===== src/rtl/subpc_pkg.sv =====
// Package: shared field widths and the packed layout of the sub-program
// counter word. Assumes a 32-bit CSR word.
package subpc_pkg;
    localparam int XLEN   = 32;
    localparam int PTR_W  = 5;
    localparam int HDR2_W = 16;

    typedef enum logic [1:0] {
        ST_SCALAR = 2'b00,
        ST_HDR    = 2'b01,
        ST_VLDONE = 2'b10,
        ST_TABLES = 2'b11
    } sp_status_e;

    typedef enum logic [1:0] {
        CSR_NONE = 2'b00,
        CSR_RD   = 2'b01,
        CSR_WIMM = 2'b10,
        CSR_WREG = 2'b11
    } csr_op_e;

    typedef struct packed {
        sp_status_e          status;
        logic                vlset;
        logic [2:0]          ilen;
        logic [1:0]          pplen;
        logic [1:0]          rplen;
        logic                mode;
        logic [HDR2_W-1:0]   hdr2;
        logic [PTR_W-1:0]    opptr;
    } sp_word_t;
endpackage


===== src/rtl/subpc_wcheck.sv =====
// Module: write legality check for the live word. Forms the candidate
// pointer (zero-extended immediate or the whole register value) and decides
// whether a jump write is allowed. Purely combinational.
module subpc_wcheck
    import subpc_pkg::*;
#(
    parameter int LEN_W = 6
) (
    input  sp_status_e        cur_status,
    input  logic              is_imm,
    input  logic [PTR_W-1:0]  imm,
    input  logic [XLEN-1:0]   wdata,
    input  logic [LEN_W-1:0]  len_hw,
    output logic              legal,
    output logic [PTR_W-1:0]  new_ptr
);
    localparam int PAD_W = XLEN - PTR_W;

    logic [XLEN-1:0] cand;
    logic            in_range;

    // Select the pointer candidate and compare it against the area length
    always_comb begin
        cand     = is_imm ? {{PAD_W{1'b0}}, imm} : wdata;
        in_range = cand < XLEN'(len_hw);
        legal    = (cur_status == ST_TABLES) && in_range;
        new_ptr  = cand[PTR_W-1:0];
    end
endmodule


===== src/rtl/subpc_live_reg.sv =====
// Module: the live sub-program counter word. Priority: restore, then jump
// write, then sequencer load. Assumes the caller already gated the requests.
module subpc_live_reg
    import subpc_pkg::*;
(
    input  logic             clk,
    input  logic             rst_n,
    input  logic             do_restore,
    input  sp_word_t         restore_word,
    input  logic             do_jump,
    input  logic [PTR_W-1:0] jump_to,
    input  logic             do_seq,
    input  sp_word_t         seq_word,
    output sp_word_t         live_q
);
    sp_word_t restored;

    // Lower the status on restore so the tables are read again
    always_comb begin
        restored = restore_word;
        if (restore_word.status == ST_TABLES)
            restored.status = ST_VLDONE;
    end

    // Update the live word by priority
    always_ff @(posedge clk) begin
        if (!rst_n)
            live_q <= '0;
        else if (do_restore)
            live_q <= restored;
        else if (do_jump)
            live_q.opptr <= jump_to;
        else if (do_seq)
            live_q <= seq_word;
    end

    a_r9_restore_lowers: assert property (@(posedge clk) disable iff (!rst_n)
        $past(rst_n) && $past(do_restore) |-> live_q.status != ST_TABLES)
        else $error("R9: restored status still 11");
endmodule


===== src/rtl/subpc_save_reg.sv =====
// Module: the trap-save copy of the word. A trap capture wins over software
// writes, which are never checked. Assumes the caller gated the writes.
module subpc_save_reg
    import subpc_pkg::*;
(
    input  logic             clk,
    input  logic             rst_n,
    input  logic             do_capture,
    input  sp_word_t         live_word,
    input  logic             wr_full,
    input  logic [XLEN-1:0]  wdata,
    input  logic             wr_ptr,
    input  logic [PTR_W-1:0] imm,
    output sp_word_t         saved_q
);
    // Capture on trap, or take an unchecked software write
    always_ff @(posedge clk) begin
        if (!rst_n)
            saved_q <= '0;
        else if (do_capture)
            saved_q <= live_word;
        else if (wr_full)
            saved_q <= sp_word_t'(wdata);
        else if (wr_ptr)
            saved_q.opptr <= imm;
    end

    a_r8_capture_copies: assert property (@(posedge clk) disable iff (!rst_n)
        $past(rst_n) && $past(do_capture) |-> saved_q == $past(live_word))
        else $error("R8: saved word differs from captured live word");
endmodule


===== src/rtl/subpc_csr_ctrl.sv =====
// Module: top of the sub-program counter CSR controller. Decodes CSR accesses
// and trap/return strobes, drives the live and saved registers, and issues
// one-cycle jump and illegal pulses. Assumes one access per cycle at most.
module subpc_csr_ctrl
    import subpc_pkg::*;
#(
    parameter int LEN_W = 6
) (
    input  logic              clk,
    input  logic              rst_n,
    input  logic              seq_upd,
    input  logic [1:0]        seq_status,
    input  logic              seq_vlset,
    input  logic [2:0]        seq_ilen,
    input  logic [1:0]        seq_pplen,
    input  logic [1:0]        seq_rplen,
    input  logic              seq_mode,
    input  logic [15:0]       seq_hdr2,
    input  logic [4:0]        seq_opptr,
    input  logic [LEN_W-1:0]  op_len_hw,
    input  logic [1:0]        csr_op,
    input  logic              csr_sel,
    input  logic [4:0]        csr_imm,
    input  logic [31:0]       csr_wdata,
    input  logic              trap_i,
    input  logic              ret_i,
    output logic [31:0]       csr_rdata,
    output logic              jump_vld,
    output logic [4:0]        jump_ptr,
    output logic              illegal
);
    sp_word_t         live_q, saved_q, seq_word;
    logic             is_wr, is_imm, blocked, live_wr, sav_wr;
    logic             wr_legal, do_jump, do_bad, do_restore, do_seq;
    logic [PTR_W-1:0] new_ptr;

    // Pack the sequencer inputs into the word layout
    always_comb begin
        seq_word.status = sp_status_e'(seq_status);
        seq_word.vlset  = seq_vlset;
        seq_word.ilen   = seq_ilen;
        seq_word.pplen  = seq_pplen;
        seq_word.rplen  = seq_rplen;
        seq_word.mode   = seq_mode;
        seq_word.hdr2   = seq_hdr2;
        seq_word.opptr  = seq_opptr;
    end

    // Decode the access and resolve priorities between events
    always_comb begin
        is_wr      = (csr_op == CSR_WIMM) || (csr_op == CSR_WREG);
        is_imm     = (csr_op == CSR_WIMM);
        blocked    = trap_i || ret_i;
        live_wr    = is_wr && !csr_sel && !blocked;
        sav_wr     = is_wr &&  csr_sel && !blocked;
        do_jump    = live_wr && wr_legal;
        do_bad     = live_wr && !wr_legal;
        do_restore = ret_i && !trap_i;
        do_seq     = seq_upd && !blocked && !live_wr;
    end

    subpc_wcheck #(.LEN_W(LEN_W)) chk_i (
        .cur_status (live_q.status),
        .is_imm     (is_imm),
        .imm        (csr_imm),
        .wdata      (csr_wdata),
        .len_hw     (op_len_hw),
        .legal      (wr_legal),
        .new_ptr    (new_ptr)
    );

    subpc_live_reg live_i (
        .clk          (clk),
        .rst_n        (rst_n),
        .do_restore   (do_restore),
        .restore_word (saved_q),
        .do_jump      (do_jump),
        .jump_to      (new_ptr),
        .do_seq       (do_seq),
        .seq_word     (seq_word),
        .live_q       (live_q)
    );

    subpc_save_reg save_i (
        .clk        (clk),
        .rst_n      (rst_n),
        .do_capture (trap_i),
        .live_word  (live_q),
        .wr_full    (sav_wr && !is_imm),
        .wdata      (csr_wdata),
        .wr_ptr     (sav_wr && is_imm),
        .imm        (csr_imm),
        .saved_q    (saved_q)
    );

    // Register the jump and illegal pulses
    always_ff @(posedge clk) begin
        if (!rst_n) begin
            jump_vld <= 1'b0;
            jump_ptr <= '0;
            illegal  <= 1'b0;
        end else begin
            jump_vld <= do_jump || do_restore;
            jump_ptr <= do_restore ? saved_q.opptr : new_ptr;
            illegal  <= do_bad;
        end
    end

    // Return the full selected word
    always_comb csr_rdata = csr_sel ? XLEN'(saved_q) : XLEN'(live_q);

    a_r1_pulses_exclusive: assert property (@(posedge clk) disable iff (!rst_n)
        !(jump_vld && illegal))
        else $error("R1: jump and illegal together");
    a_r3_jump_matches_live: assert property (@(posedge clk) disable iff (!rst_n)
        jump_vld |-> live_q.opptr == jump_ptr)
        else $error("R3: jump pointer differs from live pointer");
    a_r4_illegal_keeps_live: assert property (@(posedge clk) disable iff (!rst_n)
        $past(rst_n) && illegal |-> live_q == $past(live_q))
        else $error("R4: live word changed on illegal write");
    a_r10_trap_quiet: assert property (@(posedge clk) disable iff (!rst_n)
        $past(rst_n) && $past(trap_i) |-> !jump_vld && !illegal)
        else $error("R10: pulse after trap cycle");
endmodule


===== config.mk =====
export PLATFORM = sky130hd
export DESIGN_NAME = subpc_csr_ctrl
export DESIGN_NICKNAME = d
export VERILOG_FILES = /design/src/rtl/subpc_pkg.sv /design/src/rtl/subpc_wcheck.sv /design/src/rtl/subpc_live_reg.sv /design/src/rtl/subpc_save_reg.sv /design/src/rtl/subpc_csr_ctrl.sv
export SDC_FILE = /design/constraint.sdc
export NUM_CORES = 1
export LEC_CHECK = 0
export CAP_MARGIN = 30
export CORE_ASPECT_RATIO = 1.1
export CORE_MARGIN = 2
export CORE_UTILIZATION = 45
export CTS_CLUSTER_SIZE = 20
export DETAILED_ROUTE_END_ITERATION = 12
export HOLD_SLACK_MARGIN = 0.03
export PLACE_DENSITY = 0.88
export SLEW_MARGIN = 10
export SYNTH_ARGS = -nofsm -noshare
export SYNTH_HDL_FRONTEND = slang
export SYNTH_SLANG_ARGS = --single-unit

===== constraint.sdc =====
create_clock -name clk -period 4 [get_ports clk]
set_clock_uncertainty 0.2 [all_clocks]
set_input_delay 0.6 -clock clk [delete_from_list [all_inputs] [get_ports clk]]
set_output_delay 0.6 -clock clk [all_outputs]
set_load 0.02 [all_outputs]

After elaboration in Yosys (flattened, before gate mapping). Cells that the tools add are included.

Order comparisons: 1. Eq/ne operators: 5. Mux-type cells: 12. Reductions and logical operators: 26.

Operator list (number): $mux 32 (5); $mux 27 (2); $lt 32x6->1 (1); $mux 5 (4); $logic_and 1x1->1 (12); $eq 2x2->1 const B (4); $logic_not 1->1 (6); $reduce_bool 3->1 (2); $reduce_bool 2->1 (2); $logic_or 1x1->1 (3); $mux 2 (1); $ne 2x1->1 const B (1); $reduce_and 2->1 (1).

Bits in registers: 71. Input port bits: 83. Logic and storage cells: 63.

Depth between registers and ports, before layout.
Depth in word-level cells: 9. Mapped depth: 11.

Modules after synthesis. Synthesis repeated with hierarchy kept, for this count alone.

Cells, all modules: 437. Area total of the unflattened synthesis: 4470.5 µm².

Modules (own cells, without submodules): subpc_live_reg (times used 1, cells an instance 157, area an instance 1699.1 µm², seq. area each 640.6 µm²); subpc_save_reg (times used 1, cells an instance 176, area an instance 1611.5 µm², seq. area each 640.6 µm²); subpc_csr_ctrl (times used 1, cells an instance 69, area an instance 860.8 µm², seq. area each 140.1 µm²); subpc_wcheck (times used 1, cells an instance 35, area an instance 299.0 µm², seq. area each 0.0 µm²).

Worst setup path before layout. Ideal clock, no wire load.

Path kind: input -> register. Start: input csr_op[0]. End: register, netlist name live_i.live_q[0]. Setup time: 0.059 ns. Arrival: 2.936 ns. Data required time: 3.741 ns. Slack: 0.804 ns. Stages on the path: 11. Path through: buf_6 > nand2b_4 > buf_6 > mux2_2 > ha_1 > a211o_1 > a2111o_1 > a211oi_4 > and2_1 > buf_6 > o311a_1.

Cells in the longest elaborated chain, start to end: 7. Elaborated cells on any way between the ends: 14. Classes of those cells: 1 x order compare; 2 x eq/ne; 3 x mux; 8 x reduce/logical.

RTL lines: start, declared (RTL line subpc_csr_ctrl.sv:21) `input logic [1:0] csr_op,`; $eq 2x2->1, on equally long branches (RTL line subpc_csr_ctrl.sv:51, subpc_csr_ctrl.sv:52); $mux 32 / $logic_or 1x1->1 (equally long branches) (RTL line subpc_wcheck.sv:24, subpc_csr_ctrl.sv:51); $lt 32x6->1 / $logic_and 1x1->1 (equally long branches) (RTL line subpc_wcheck.sv:25, subpc_csr_ctrl.sv:54); $logic_and 1x1->1, on equally long branches (RTL line subpc_wcheck.sv:26, subpc_csr_ctrl.sv:54); $logic_and 1x1->1 / $logic_not 1->1 (equally long branches) (RTL line subpc_csr_ctrl.sv:56, subpc_csr_ctrl.sv:59); $mux 5 / $logic_and 1x1->1 (equally long branches) (RTL line subpc_live_reg.sv:31, subpc_csr_ctrl.sv:59); $mux 32 / $reduce_bool 3->1 (equally long branches).

Parallel ways exist; a longest one is shown, timed or not. A chain may end at the register's enable or synchronous reset.

Final worst setup path.
Start: input csr_op[1]. End: register, netlist name live_i.live_q[4].

Cells in the longest elaborated chain, start to end: 7. Elaborated cells on any way between the ends: 14. Classes of those cells: 1 x order compare; 2 x eq/ne; 3 x mux; 8 x reduce/logical.

RTL lines (RTL line): $eq 2x2->1, on equally long branches (subpc_csr_ctrl.sv:51, subpc_csr_ctrl.sv:52); $mux 32 / $logic_or 1x1->1 (equally long branches) (subpc_wcheck.sv:24, subpc_csr_ctrl.sv:51); $lt 32x6->1 / $logic_and 1x1->1 (equally long branches) (subpc_wcheck.sv:25, subpc_csr_ctrl.sv:54); $logic_and 1x1->1, on equally long branches (subpc_wcheck.sv:26, subpc_csr_ctrl.sv:54); $logic_and 1x1->1 / $logic_not 1->1 (equally long branches) (subpc_csr_ctrl.sv:56, subpc_csr_ctrl.sv:59); $mux 5 / $logic_and 1x1->1 (equally long branches) (subpc_live_reg.sv:31, subpc_csr_ctrl.sv:59); $mux 32 / $reduce_bool 3->1 (equally long branches).

Parallel ways exist; a longest one is shown, timed or not.

==> impl_metrics.yaml <==
cells_and_area:
  areaGrowthSynthToFinish_pct: 38.44
  n_antenna_cell: 0
  final.fill_count: 684
  fin_nets: 636
  drive_gt1_frac: 0.1356
synth:
  synthFlopType: "dfxtp_1"
  synth_cell_types: 41
  synth_warnings: 0
  syn_nets: 533
  synth_seq_area_share: 0.3663
  netlist_instances: 445
  synth-seq-cells: 71
  synth-xor-area-share: 0
  synth_mux_area_frac: 0.1877
  synth-simple-area-share: 0.1748
  syn_area_um2: 3880
  synthAdderAreaFrac: 0.01612
  avgSynthCellArea_um2: 8.719
  synth-async-reset-ratio: 0
  yosys.area.top_type: "dfxtp_1"
  yosysTopAreaCellShare: 0.3663
  netlist_top_cells_area: "dfxtp_1 (37%), mux2_2 (11%), mux2i_1 (7.7%), nand2_1 (6.6%), a211oi_1 (6.4%)"
  synth_edf_count: 0
  synth_top_family_by_area: "compound AO/OA/AOI/OAI gates"
  synth_compound_area_frac: 0.1941
global_routing:
  grt_pass1_vias: 3847
  grtUsageTotal: 0.2505
  antenna_found_initial: 0
  grt_max_degree: 45
  globalRouteOverflowTotal: 0
  grt_pass1_wl_mm: 18.75
critical_path:
  critical_path.startpoint: "csr_op[1]"
  crit_chain: "clkdlybuf4s50_1 -> nand2b_4 -> mux2_2 -> ha_1 -> a211o_1 -> a2111o_1 -> a211oi_4 -> and2_1 -> o311a_1"
  crit_arrival_ns: 3.53
  end_kind: "flop"
  crit_end: "live_i.live_q[4]"
  cp_max_fo: 8
  timing.rr.end: "live_i.live_q[4]"
  r2r_slack_ns: 2.28
  r2r_start: "live_i.live_q[30]"
  slowest_delay_ns: 0.52
  crit_type: "input port to flop"
  cp_slowest_cell: "clkdlybuf4s50_1"
  ff2ff_path_depth: 4
  critPathRequiredTime_ns: 4.09
  startpoint_type: "input port"
floorplan:
  ioPinCount: 122
  core.rowCount: 35
  coreArea_um2: 8364
  initial_core_util: 0.4639
  die_h_um: 101.4
  fp.dieW_um: 92.54
  die_area_um2: 9382
timing:
  slew_headroom: 0.3746
  finalMaxSlewViolations: 0
  layout_setup_ws_ns: 0.5619
  fin_setup_tns_ns: 0
  min_period_ns: 3.438
  finalSetupViolCount: 0
  max_clock_freq_mhz: 290.9
  fin_crit_sh: 0.8595
  rsz0062_at_grt: "no"
  final-hold-violation-count: 0
  worst_pin_slew_ns: 0.9359
placement:
  place.gp.congestion: 0.9124
  port_buffers: 121
  pre_cts_ws_ns: 0.2541
  dp_hpwl_mm: 8.175
clock_network:
  worstSkewPairLatency_ns: 0.34
  cts_root_buf: "clkbuf_8"
  cts_setup_buffers: 0
  cts_htree_levels: 3
  cts-buffers-inserted: 9
  cts_buffer_depth: 2
  cts_tree: "yes"
  cts-resized-gates: 0
  path_clk_slew_ns: 0.08
  numClockSinks: 71
  cts_hold_buffers: 0
route:
  vias_per_cell: 5.735
  drcViolationCount: 0
  drt_iter0_markers: 148
  wl_per_cell_um: 17.52
  routed-via-count: 3808
  dr.pass1.iters: 5
  routed_wl_mm: 11.63
  ant_nets: 0
power_and_ir_drop:
  leakagePower_uw: 0.002115
  finalPower_uw: 1965
  powerDensity_nw_per_um2: 365.9
  peakVddDrop_mv: 0.1758
flow_run:
  maxCapViolations: 0
hold_path:
  whs_path_depth: 2
  hp-class: "flop to flop"
  min_from: "save_i.saved_q[27]"
run_status:
  outcome: "complete, no violations"
-- sequential cells by signal, summed over array words and instances, names as in the netlist --
register	flops
illegal	1
jump_ptr	5
jump_vld	1
live_i.live_q	32
save_i.saved_q	32
-- how the worst min path moves through the flow --
stage,to,slack (ns)
after CTS,live_i.live_q[22],0.30
after detailed placement,live_i.live_q[16],0.28
final,live_i.live_q[27],0.30
after global routing,live_i.live_q[22],0.32
after global placement,live_i.live_q[21],0.27
after floorplan,save_i.saved_q[3],0.26
-- cells in the mapped netlist (2+ instances only) --
library cell,n
a31oi_1,5
nor3_1,2
a211oi_1,33
dfxtp_1,71
nand2_1,68
nor4_1,6
a22oi_1,2
ha_1,5
inv_1,7
buf_2,6
nor4bb_1,3
mux2_2,38
a21oi_1,17
nor2_1,60
clkbuf_1,23
o21ai_0,2
a2111oi_0,3
mux2i_1,30
a311oi_1,26
buf_6,7
o311a_1,5
buf_1,3
and2_1,4
nand2b_1,2
-- critical path, delay by kind of cell --
family	cells	cell delay [ns]
AND/OR/NAND/NOR	2	0.49
multiplexers	1	0.38
AO/OA/AOI/OAI	4	1.23
buffers and inverters	1	0.52
adder cells (fa/ha/maj)	1	0.31
-- stage by stage --
step | instances | util | hold WS (ns) | cell area [um2]
final | 664 | 0.6422 | 0.2968 | 5371
after global routing | 664 | 0.6422 | 0.3228 | 5371
after CTS | 664 | 0.6422 | 0.2973 | 5371
after detailed placement | 648 | 0.6129 | 0.2842 | 5126
after global placement | 647 | 0.6105 | 0.2733 | 5106
after floorplan | 445 | - | 0.2595 | 3880
-- cell type report --
cell class,instances,area (um2),share of cell area
tap,111,138.9,0.02586
timing repair buffer,131,1301,0.2423
clock buffer,10,137.6,0.02562
multi-input combinational,327,2235,0.4160
sequential,71,1421,0.2646
inverter,8,30.03,0.005590
clock inverter,6,107.6,0.02003
-- metal layers --
| layer | track usage | wire length [um] | vias to the layer above |
|---|---|---|---|
| met5 | 0 | 0 | - |
| met4 | 0.09414 | 220 | 0 |
| met3 | 0.03943 | 783 | 20 |
| met2 | 0.4312 | 5675 | 164 |
| met1 | 0.3181 | 4951 | 1795 |
| li1 | - | - | 1829 |
-- power breakdown --
| part | switching [uW] | internal [uW] | leakage, uW |
|---|---|---|---|
| clock network | 277 | 429 | 0.000122 |
| registers | 39.9 | 761 | 0.000588 |
| logic | 222 | 236 | 0.00141 |
-- layout by cell type (no fill, tap or decap), drive strengths merged, types with 5 or more instances in the layout --
| cell | count |
|---|---|
| nand2 | 68 |
| a31oi | 5 |
| ha | 5 |
| dfxtp | 71 |
| buf | 12 |
| clkdlybuf4s50 | 119 |
| mux2 | 38 |
| a21oi | 17 |
| clkbuf | 10 |
| mux2i | 30 |
| nor2 | 60 |
| and2 | 5 |
| o311a | 5 |
| inv | 8 |
| a311oi | 26 |
| a211oi | 34 |
| nor4 | 6 |
-- cells by family (layout without fill, tap and decap cells) --
| family | after synthesis | after routing |
|---|---|---|
| flops | 71 | 71 |
| buf+inv | 47 | 155 |
| simple gates | 155 | 155 |
| fa+ha+maj | 5 | 5 |
| compound gates | 99 | 99 |
| mux | 68 | 68 |
Note: power is estimated with default switching activity, not from simulation.
